<file path="config.mk">
export PLATFORM = sky130hd
export DESIGN_NAME = vrr_vtiming_ctrl
export DESIGN_NICKNAME = d
export VERILOG_FILES = /design/src/rtl/vrr_pkg.sv /design/src/rtl/vrr_regs.sv /design/src/rtl/vrr_limits.sv /design/src/rtl/vrr_seq.sv /design/src/rtl/vrr_vtiming_ctrl.sv
export SDC_FILE = /design/constraint.sdc
export NUM_CORES = 1
export LEC_CHECK = 0
export ABC_AREA = 1
export BUFFER_PORTS_ARGS = -buffer_cell sky130_fd_sc_hd__clkbuf_2
export CAP_MARGIN = 5
export CORE_AREA = 2 2 190 136
export DETAILED_ROUTE_END_ITERATION = 7
export DIE_AREA = 0 0 192 138
export GPL_ROUTABILITY_DRIVEN = 0
export PLACE_DENSITY = 0.74
export SLEW_MARGIN = 30
export SYNTH_ARGS = -nofsm -noshare
export SYNTH_HDL_FRONTEND = slang
export SYNTH_HIERARCHICAL = 1
export SYNTH_SLANG_ARGS = --single-unit
</file>
<file path="constraint.sdc">
create_clock -name clk -period 7.46 [get_ports clk]
set_clock_uncertainty 0.1 [all_clocks]
set_input_delay 1.492 -clock clk [delete_from_list [all_inputs] [get_ports clk]]
set_output_delay 1.492 -clock clk [all_outputs]
set_load 0.05 [all_outputs]
</file>
<file path="src/rtl/vrr_pkg.sv">
package vrr_pkg;

    localparam int ADDR_W = 3;

    localparam logic [ADDR_W-1:0] A_CTRL   = 3'd0;
    localparam logic [ADDR_W-1:0] A_VMIN   = 3'd1;
    localparam logic [ADDR_W-1:0] A_VMAX   = 3'd2;
    localparam logic [ADDR_W-1:0] A_FLIP   = 3'd3;
    localparam logic [ADDR_W-1:0] A_PUSH   = 3'd4;
    localparam logic [ADDR_W-1:0] A_FTOTAL = 3'd5;
    localparam logic [ADDR_W-1:0] A_FVBS   = 3'd6;
    localparam logic [ADDR_W-1:0] A_STATUS = 3'd7;

    localparam int CTRL_VRR_BIT  = 0;
    localparam int CTRL_FLIP_BIT = 1;
    localparam int PUSH_EN_BIT   = 0;
    localparam int PUSH_SEND_BIT = 1;

    typedef enum logic [1:0] {
        ST_ACTIVE   = 2'd0,
        ST_HOLD     = 2'd1,
        ST_EXIT     = 2'd2,
        ST_FIXBLANK = 2'd3
    } seq_state_t;

endpackage

</file>
<file path="src/rtl/vrr_regs.sv">
module vrr_regs
    import vrr_pkg::*;
#(
    parameter int LINE_W     = 12,
    parameter int GB_W       = 8,
    parameter int DATA_W     = 16,
    parameter int RST_FTOTAL = 9,
    parameter int RST_FVBS   = 7
) (
    input  logic              clk,
    input  logic              rst_n,
    input  logic              wr_en,
    input  logic [ADDR_W-1:0] wr_addr,
    input  logic [DATA_W-1:0] wr_data,
    input  logic [ADDR_W-1:0] rd_addr,
    output logic [DATA_W-1:0] rd_data,
    input  logic              latch_now,
    input  logic              consume_now,
    input  logic              live,
    output logic              vrr_req,
    output logic              act_flip_en,
    output logic [GB_W-1:0]   act_gb,
    output logic [LINE_W-1:0] act_vmin,
    output logic [LINE_W-1:0] act_vmax,
    output logic [LINE_W-1:0] act_flip,
    output logic [LINE_W-1:0] act_ftotal,
    output logic [LINE_W-1:0] act_fvbs,
    output logic              push_pend
);

    localparam int GB_LSB = DATA_W - GB_W;
    localparam logic [LINE_W-1:0] FT_INIT = LINE_W'(RST_FTOTAL);
    localparam logic [LINE_W-1:0] FV_INIT = LINE_W'(RST_FVBS);

    logic              sh_vrr, sh_fen;
    logic [GB_W-1:0]   sh_gb;
    logic [LINE_W-1:0] sh_vmin, sh_vmax, sh_flip, sh_ftotal, sh_fvbs;
    logic              push_en;
    logic              wr_push;
    logic [LINE_W-1:0] wr_line;

    assign wr_push = wr_en && (wr_addr == A_PUSH);
    assign wr_line = wr_data[LINE_W-1:0];

    // shadow bank, written by software
    always_ff @(posedge clk or negedge rst_n) begin
        if (!rst_n) begin
            sh_vrr    <= 1'b0;
            sh_fen    <= 1'b0;
            sh_gb     <= '0;
            sh_vmin   <= '0;
            sh_vmax   <= '0;
            sh_flip   <= '0;
            sh_ftotal <= FT_INIT;
            sh_fvbs   <= FV_INIT;
        end else if (wr_en) begin
            case (wr_addr)
                A_CTRL: begin
                    sh_vrr <= wr_data[CTRL_VRR_BIT];
                    sh_fen <= wr_data[CTRL_FLIP_BIT];
                    sh_gb  <= wr_data[DATA_W-1 -: GB_W];
                end
                A_VMIN:   sh_vmin   <= wr_line;
                A_VMAX:   sh_vmax   <= wr_line;
                A_FLIP:   sh_flip   <= wr_line;
                A_FTOTAL: sh_ftotal <= wr_line;
                A_FVBS:   sh_fvbs   <= wr_line;
                default: ;
            endcase
        end
    end

    // active bank, loaded on the latch strobe
    always_ff @(posedge clk or negedge rst_n) begin
        if (!rst_n) begin
            act_flip_en <= 1'b0;
            act_gb      <= '0;
            act_vmin    <= '0;
            act_vmax    <= '0;
            act_flip    <= '0;
            act_ftotal  <= FT_INIT;
            act_fvbs    <= FV_INIT;
        end else if (latch_now) begin
            act_flip_en <= sh_fen;
            act_gb      <= sh_gb;
            act_vmin    <= sh_vmin;
            act_vmax    <= sh_vmax;
            act_flip    <= sh_flip;
            act_ftotal  <= sh_ftotal;
            act_fvbs    <= sh_fvbs;
        end
    end

    // push register: a write wins over a same-cycle consumption
    always_ff @(posedge clk or negedge rst_n) begin
        if (!rst_n) begin
            push_en   <= 1'b0;
            push_pend <= 1'b0;
        end else if (wr_push) begin
            push_en   <= wr_data[PUSH_EN_BIT];
            push_pend <= wr_data[PUSH_EN_BIT] & wr_data[PUSH_SEND_BIT];
        end else if (consume_now) begin
            push_pend <= 1'b0;
        end
    end

    assign vrr_req = sh_vrr;

    always_comb begin
        rd_data = '0;
        case (rd_addr)
            A_CTRL: begin
                rd_data[CTRL_VRR_BIT]      = sh_vrr;
                rd_data[CTRL_FLIP_BIT]     = sh_fen;
                rd_data[DATA_W-1 -: GB_W]  = sh_gb;
            end
            A_VMIN:   rd_data[LINE_W-1:0] = sh_vmin;
            A_VMAX:   rd_data[LINE_W-1:0] = sh_vmax;
            A_FLIP:   rd_data[LINE_W-1:0] = sh_flip;
            A_FTOTAL: rd_data[LINE_W-1:0] = sh_ftotal;
            A_FVBS:   rd_data[LINE_W-1:0] = sh_fvbs;
            A_PUSH: begin
                rd_data[PUSH_EN_BIT]   = push_en;
                rd_data[PUSH_SEND_BIT] = push_pend;
            end
            A_STATUS: rd_data[0] = live;
            default:  rd_data = '0;
        endcase
    end

    // a consumed push is gone on the next cycle unless rewritten
    a_r8_push_clears: assert property (@(posedge clk) disable iff (!rst_n)
        (consume_now && !wr_push) |=> !push_pend);

    // send is never pending without the enable bit
    a_r8_send_needs_en: assert property (@(posedge clk) disable iff (!rst_n)
        push_pend |-> push_en);

    initial begin
        a_r6_gb_fits: assert (GB_LSB >= 2);
    end

endmodule

</file>
<file path="src/rtl/vrr_limits.sv">
module vrr_limits #(
    parameter int LINE_W = 12,
    parameter int GB_W   = 8
) (
    input  logic              flip_en,
    input  logic [GB_W-1:0]   gb,
    input  logic [LINE_W-1:0] vmin_m1,
    input  logic [LINE_W-1:0] vmax_m1,
    input  logic [LINE_W-1:0] flip_m1,
    output logic [LINE_W-1:0] early,
    output logic [LINE_W-1:0] late,
    output logic [LINE_W-1:0] g_eff
);

    localparam int XW = LINE_W + 1;
    localparam logic [XW-1:0] ONE = XW'(1);

    logic [XW-1:0] flip_l, vmin_p, flip_eff, vmax_l, g_x, early_x, late_raw, late_x;

    always_comb begin
        flip_l   = {1'b0, flip_m1} + ONE;
        vmin_p   = {1'b0, vmin_m1} + XW'(2);
        if (flip_en)
            flip_eff = (flip_l > vmin_p) ? flip_l : vmin_p;
        else
            flip_eff = vmin_p;
        g_x      = (gb == '0) ? ONE : XW'(gb);
        early_x  = (flip_eff > g_x) ? (flip_eff - g_x) : ONE;
        vmax_l   = {1'b0, vmax_m1} + ONE;
        late_raw = (vmax_l > g_x) ? (vmax_l - g_x) : ONE;
        late_x   = (late_raw < early_x) ? early_x : late_raw;
    end

    // saturate into the line width
    assign early = early_x[LINE_W] ? '1 : early_x[LINE_W-1:0];
    assign late  = late_x[LINE_W]  ? '1 : late_x[LINE_W-1:0];
    assign g_eff = g_x[LINE_W]     ? '1 : g_x[LINE_W-1:0];

endmodule

</file>
<file path="src/rtl/vrr_seq.sv">
module vrr_seq
    import vrr_pkg::*;
#(
    parameter int LINE_W = 12
) (
    input  logic              clk,
    input  logic              rst_n,
    input  logic              line_tick,
    input  logic              vrr_req,
    input  logic              push_pend,
    input  logic [LINE_W-1:0] early,
    input  logic [LINE_W-1:0] late,
    input  logic [LINE_W-1:0] g_eff,
    input  logic [LINE_W-1:0] ftotal,
    input  logic [LINE_W-1:0] fvbs,
    output logic              latch_now,
    output logic              consume_now,
    output logic              live,
    output logic              frame_start,
    output logic              latch_strobe,
    output logic              vblank
);

    seq_state_t        state, nxt_state;
    logic [LINE_W-1:0] lcnt, nxt_lcnt, line_nx;
    logic [LINE_W-1:0] exit_end, nxt_end;
    logic              do_wrap;

    assign line_nx = lcnt + LINE_W'(1);

    // next-state decision, evaluated on each line tick
    always_comb begin
        nxt_state = state;
        nxt_lcnt  = lcnt;
        nxt_end   = exit_end;
        do_wrap   = 1'b0;
        latch_now = 1'b0;
        if (line_tick) begin
            unique case (state)
                ST_ACTIVE: begin
                    if (live) begin
                        nxt_lcnt = line_nx;
                        if (line_nx >= early) begin
                            if (push_pend || line_nx >= late) begin
                                nxt_state = ST_EXIT;
                                nxt_end   = line_nx + g_eff - LINE_W'(1);
                                latch_now = 1'b1;
                            end else begin
                                nxt_state = ST_HOLD;
                            end
                        end
                    end else if (lcnt >= ftotal) begin
                        do_wrap = 1'b1;
                    end else begin
                        nxt_lcnt = line_nx;
                        if (line_nx >= fvbs) begin
                            nxt_state = ST_FIXBLANK;
                            latch_now = 1'b1;
                        end
                    end
                end
                ST_HOLD: begin
                    nxt_lcnt = line_nx;
                    if (push_pend || line_nx >= late) begin
                        nxt_state = ST_EXIT;
                        nxt_end   = line_nx + g_eff - LINE_W'(1);
                        latch_now = 1'b1;
                    end
                end
                ST_EXIT: begin
                    if (lcnt >= exit_end) do_wrap = 1'b1;
                    else                  nxt_lcnt = line_nx;
                end
                ST_FIXBLANK: begin
                    if (lcnt >= ftotal) do_wrap = 1'b1;
                    else                nxt_lcnt = line_nx;
                end
            endcase
            if (do_wrap) begin
                nxt_state = ST_ACTIVE;
                nxt_lcnt  = '0;
            end
        end
    end

    assign consume_now = latch_now && live;

    // state register
    always_ff @(posedge clk or negedge rst_n) begin
        if (!rst_n) begin
            state    <= ST_ACTIVE;
            lcnt     <= '0;
            exit_end <= '0;
            live     <= 1'b0;
        end else begin
            state    <= nxt_state;
            lcnt     <= nxt_lcnt;
            exit_end <= nxt_end;
            if (do_wrap) live <= vrr_req;
        end
    end

    // registered outputs
    always_ff @(posedge clk or negedge rst_n) begin
        if (!rst_n) begin
            frame_start  <= 1'b0;
            latch_strobe <= 1'b0;
        end else begin
            frame_start  <= do_wrap;
            latch_strobe <= latch_now;
        end
    end

    assign vblank = (state != ST_ACTIVE);

    // pulses only follow a line tick and never coincide
    a_r11_fs_after_tick: assert property (@(posedge clk) disable iff (!rst_n)
        frame_start |-> $past(line_tick));
    a_r11_no_overlap: assert property (@(posedge clk) disable iff (!rst_n)
        !(frame_start && latch_strobe));

    // the live mode changes only together with a frame start
    a_r9_live_at_wrap: assert property (@(posedge clk) disable iff (!rst_n)
        !$stable(live) |-> frame_start);

    // holding never runs past the forced exit line
    a_r3_hold_bound: assert property (@(posedge clk) disable iff (!rst_n)
        (state == ST_HOLD) |-> (lcnt < late));

    // holding only happens in variable mode
    a_r7_hold_needs_live: assert property (@(posedge clk) disable iff (!rst_n)
        (state == ST_HOLD) |-> live);

endmodule

</file>
<file path="src/rtl/vrr_vtiming_ctrl.sv">
module vrr_vtiming_ctrl
    import vrr_pkg::*;
#(
    parameter int LINE_W     = 12,
    parameter int GB_W       = 8,
    parameter int DATA_W     = 16,
    parameter int RST_FTOTAL = 9,
    parameter int RST_FVBS   = 7
) (
    input  logic              clk,
    input  logic              rst_n,
    input  logic              line_tick,
    input  logic              wr_en,
    input  logic [2:0]        wr_addr,
    input  logic [DATA_W-1:0] wr_data,
    input  logic [2:0]        rd_addr,
    output logic [DATA_W-1:0] rd_data,
    output logic              frame_start,
    output logic              vblank,
    output logic              latch_strobe,
    output logic              vrr_live
);

    logic              latch_now, consume_now, live, vrr_req, push_pend, act_fen;
    logic [GB_W-1:0]   act_gb;
    logic [LINE_W-1:0] act_vmin, act_vmax, act_flip, act_ftotal, act_fvbs;
    logic [LINE_W-1:0] early, late, g_eff;

    vrr_regs #(
        .LINE_W(LINE_W), .GB_W(GB_W), .DATA_W(DATA_W),
        .RST_FTOTAL(RST_FTOTAL), .RST_FVBS(RST_FVBS)
    ) u_regs (
        .clk(clk), .rst_n(rst_n),
        .wr_en(wr_en), .wr_addr(wr_addr), .wr_data(wr_data),
        .rd_addr(rd_addr), .rd_data(rd_data),
        .latch_now(latch_now), .consume_now(consume_now), .live(live),
        .vrr_req(vrr_req), .act_flip_en(act_fen), .act_gb(act_gb),
        .act_vmin(act_vmin), .act_vmax(act_vmax), .act_flip(act_flip),
        .act_ftotal(act_ftotal), .act_fvbs(act_fvbs), .push_pend(push_pend)
    );

    vrr_limits #(.LINE_W(LINE_W), .GB_W(GB_W)) u_limits (
        .flip_en(act_fen), .gb(act_gb),
        .vmin_m1(act_vmin), .vmax_m1(act_vmax), .flip_m1(act_flip),
        .early(early), .late(late), .g_eff(g_eff)
    );

    vrr_seq #(.LINE_W(LINE_W)) u_seq (
        .clk(clk), .rst_n(rst_n), .line_tick(line_tick),
        .vrr_req(vrr_req), .push_pend(push_pend),
        .early(early), .late(late), .g_eff(g_eff),
        .ftotal(act_ftotal), .fvbs(act_fvbs),
        .latch_now(latch_now), .consume_now(consume_now), .live(live),
        .frame_start(frame_start), .latch_strobe(latch_strobe), .vblank(vblank)
    );

    assign vrr_live = live;

    // the port and the status register agree with the sequencer mode
    a_r9_live_port: assert property (@(posedge clk) disable iff (!rst_n)
        (rd_addr == A_STATUS) |-> (rd_data[0] == vrr_live));

endmodule

</file>
==> impl_metrics.ini <==
[grt]
antenna_found_initial = 1
grt_first_pass_wirelength_mm = 56.8
grt_pass1_vias = 10800
track_usage_pct = 27.2
grt_start_max_net_pins = 101
overflow = 0

[clock_network]
cts_max_level = 4
tritoncts = built
ctsHoldBuffers = 0
clockBufferDepth = 2
clock-sinks = 170
worst_skew_pair.late_latency_ps = 440
cts_root_buffer = clkbuf_16
path_clk_slew_ps = 70
cts_buffers = 17

[synthesis]
syn_avg_cell_area_um2 = 7.62
ys_types = 55
ys.flop_type = dfrtp_1
async_flop_share_pct = 100
yosysSeqAreaShare_pct = 31.9
yosys_warnings = 6
synth_edf_count = 0
synth_area_mm2 = 0.0134
synth_cells = 1753
ys_ff_latch = 170

[detailed_routing]
wl_per_cell_um = 17.4
ant_nets = 0
viasPerCell = 5.57
wl_met1_mm = 17.2
wl_met2_mm = 17.1
met3RoutedLength_mm = 2.96
vias = 12200
drt_pass1_iterations = 5
drc = 0
wl_mm = 38.0
highest_layer = met4
dr.first_iter.drc_count = 1200

[sta]
setup_slack_ps = 51.9
max_freq_mhz = 135
slew_violations = 0
min_period_ps = 7410
slew_headroom_pct = 34.6
tightest_slew_ps = 978
finalHoldViolCount = 0
setup_violations = 0
period_share_pct = 99.3

[critical_path]
worst_setup_path_end_kind = flop
start_kind = flop
arrival_ps = 7630
required_ps = 7680
crit_slowest_cell = ha_1
worst-path-max-fanout = 8
crit_type = reg2reg
path_common_cell = nand2_1
slowest_delay_ps = 390

[layout]
final_cell_mix = nand2_1 (452), inv_1 (258), dfrtp_1 (159)
fill_cells = 2078
drive_gt1_share_pct = 24.4
syn2layout_area_growth_pct = 16.8
final_nets = 2001
layout_commonest_cell = nand2_1

[placed_design]
pre_cts_ws_ps = -180
hpwl_mm = 27.6
io_buffers = 45

[flow_run]
max_cap_viol_count = 0

[floorplanning]
io_pins = 46
die_area_mm2 = 0.0265
num_rows = 49
core_area_mm2 = 0.0250
start_util_pct = 53.4
dieWidth_um = 192
die-height_um = 138

[status]
status = finished, final reports clean

[worst_hold_path]
hold_class = reg2reg
[logic make-up (layout without fill, tap and decap cells)]
kind of cell,count (synthesis),in the layout,synth area share [%]
xor+xnor,44,44,3.00
other cells,1,5,0.0281
compound gates,202,202,9.07
buf+inv,341,438,11.0
simple gates,803,804,27.3
mux,58,58,4.89
flops,170,170,31.9
fa+ha+maj,134,134,12.7
[stage by stage]
step / util (%) / instances / hold slack, ps / instance area, µm² / TNS (ps)
3_5_place_dp: 55.5 / 2109 / 373 / 13900 / -10100
5_1_grt: 62.3 / 2185 / 408 / 15600 / -20100
4_1_cts: 58.2 / 2143 / 392 / 14600 / 0
3_3_place_gp: 55.5 / 2109 / 368 / 13900 / 0
2_1_floorplan: - / 1756 / 353 / 13400 / 0
6_report: 62.4 / 2186 / 395 / 15600 / 0
[worst paths after layout]
path / end / depth (start not counted) / startpoint / slack (ps)
min in group asynchronous: u_seq/exit_end[10] / 1 / rst_n / 1020
setup / recovery: u_regs/act_ftotal[11] / 50 / u_regs/act_vmin[1] / 50
setup reg to reg: u_regs/act_ftotal[11] / 50 / u_regs/act_vmin[1] / 50
max in group asynchronous: u_regs/sh_vmax[0] / 2 / rst_n / 5030
hold / removal: u_regs/sh_fvbs[1] / 2 / u_regs/sh_fvbs[1] / 400
hold reg to reg: u_regs/sh_fvbs[1] / 2 / u_regs/sh_fvbs[1] / 400
[synthesized netlist by cell type, types with 31 or more instances]
cell       n  area [µm²]
ha_1     131        1640
o21ai_2   34         298
a21oi_1   73         365
mux2_2    58         653
nand3_1   82         410
xor2_1    31         272
nand4_1   40         250
nand2_1  477        1790
inv_1    266         998
o21ai_0   51         255
nor2_1   108         405
dfrtp_1  160        4000
[sequential cells by signal, summed over array words and instances (netlist names), 12 cells and up]
name and cells:
u_regs/sh_vmin 12, u_regs/act_fvbs 12, u_seq/lcnt 12, u_regs/act_vmax 12, u_regs/sh_ftotal 12, u_seq/exit_end 12
u_regs/act_flip 12, u_regs/act_vmin 12, u_regs/sh_vmax 12, u_regs/act_ftotal 12, u_regs/sh_flip 12, u_regs/sh_fvbs 12
[critical path: cells and delay by family, from the launching register on]
kind | cells | cell delay (ps)
buf+inv | 9 | 1080
flops | 1 | 380
xor+xnor | 1 | 290
fa+ha+maj | 5 | 1380
mux | 1 | 290
simple gates | 29 | 2980
compound gates | 5 | 780
[layout make-up]
class / count / area (µm²) / share of cell area [%]
inverter: 289 / 1110 / 7.10
timing repair inverter: 2 / 17.5 / 0.112
multi-input combinational: 1246 / 8220 / 52.7
tap: 331 / 414 / 2.66
clock inverter: 15 / 201 / 1.29
antenna: 1 / 2.50 / 0.0160
timing repair buffer: 115 / 942 / 6.04
clock buffer: 17 / 425 / 2.73
sequential: 170 / 4270 / 27.4
[repair_timing]
item | in CTS | in global routing
setup buffers | 2 | 31
gates cloned | 0 | 11
gates resized for setup | 13 | 143
pin swaps | 1 | 65
endpoints found under the setup margin | 79 | 85
[per-layer routing]
| metal | global-route usage [%] | vias up |
|---|---|---|
| li1 | - | 5793 |
| met1 | 40.9 | 5836 |
| met2 | 41.7 | 474 |
| met3 | 3.73 | 70 |
| met4 | 5.75 | 0 |
| met5 | 0 | - |
Power is not shown: default switching activity piles up to over one toggle a cycle in this logic, so the estimate is an artifact.
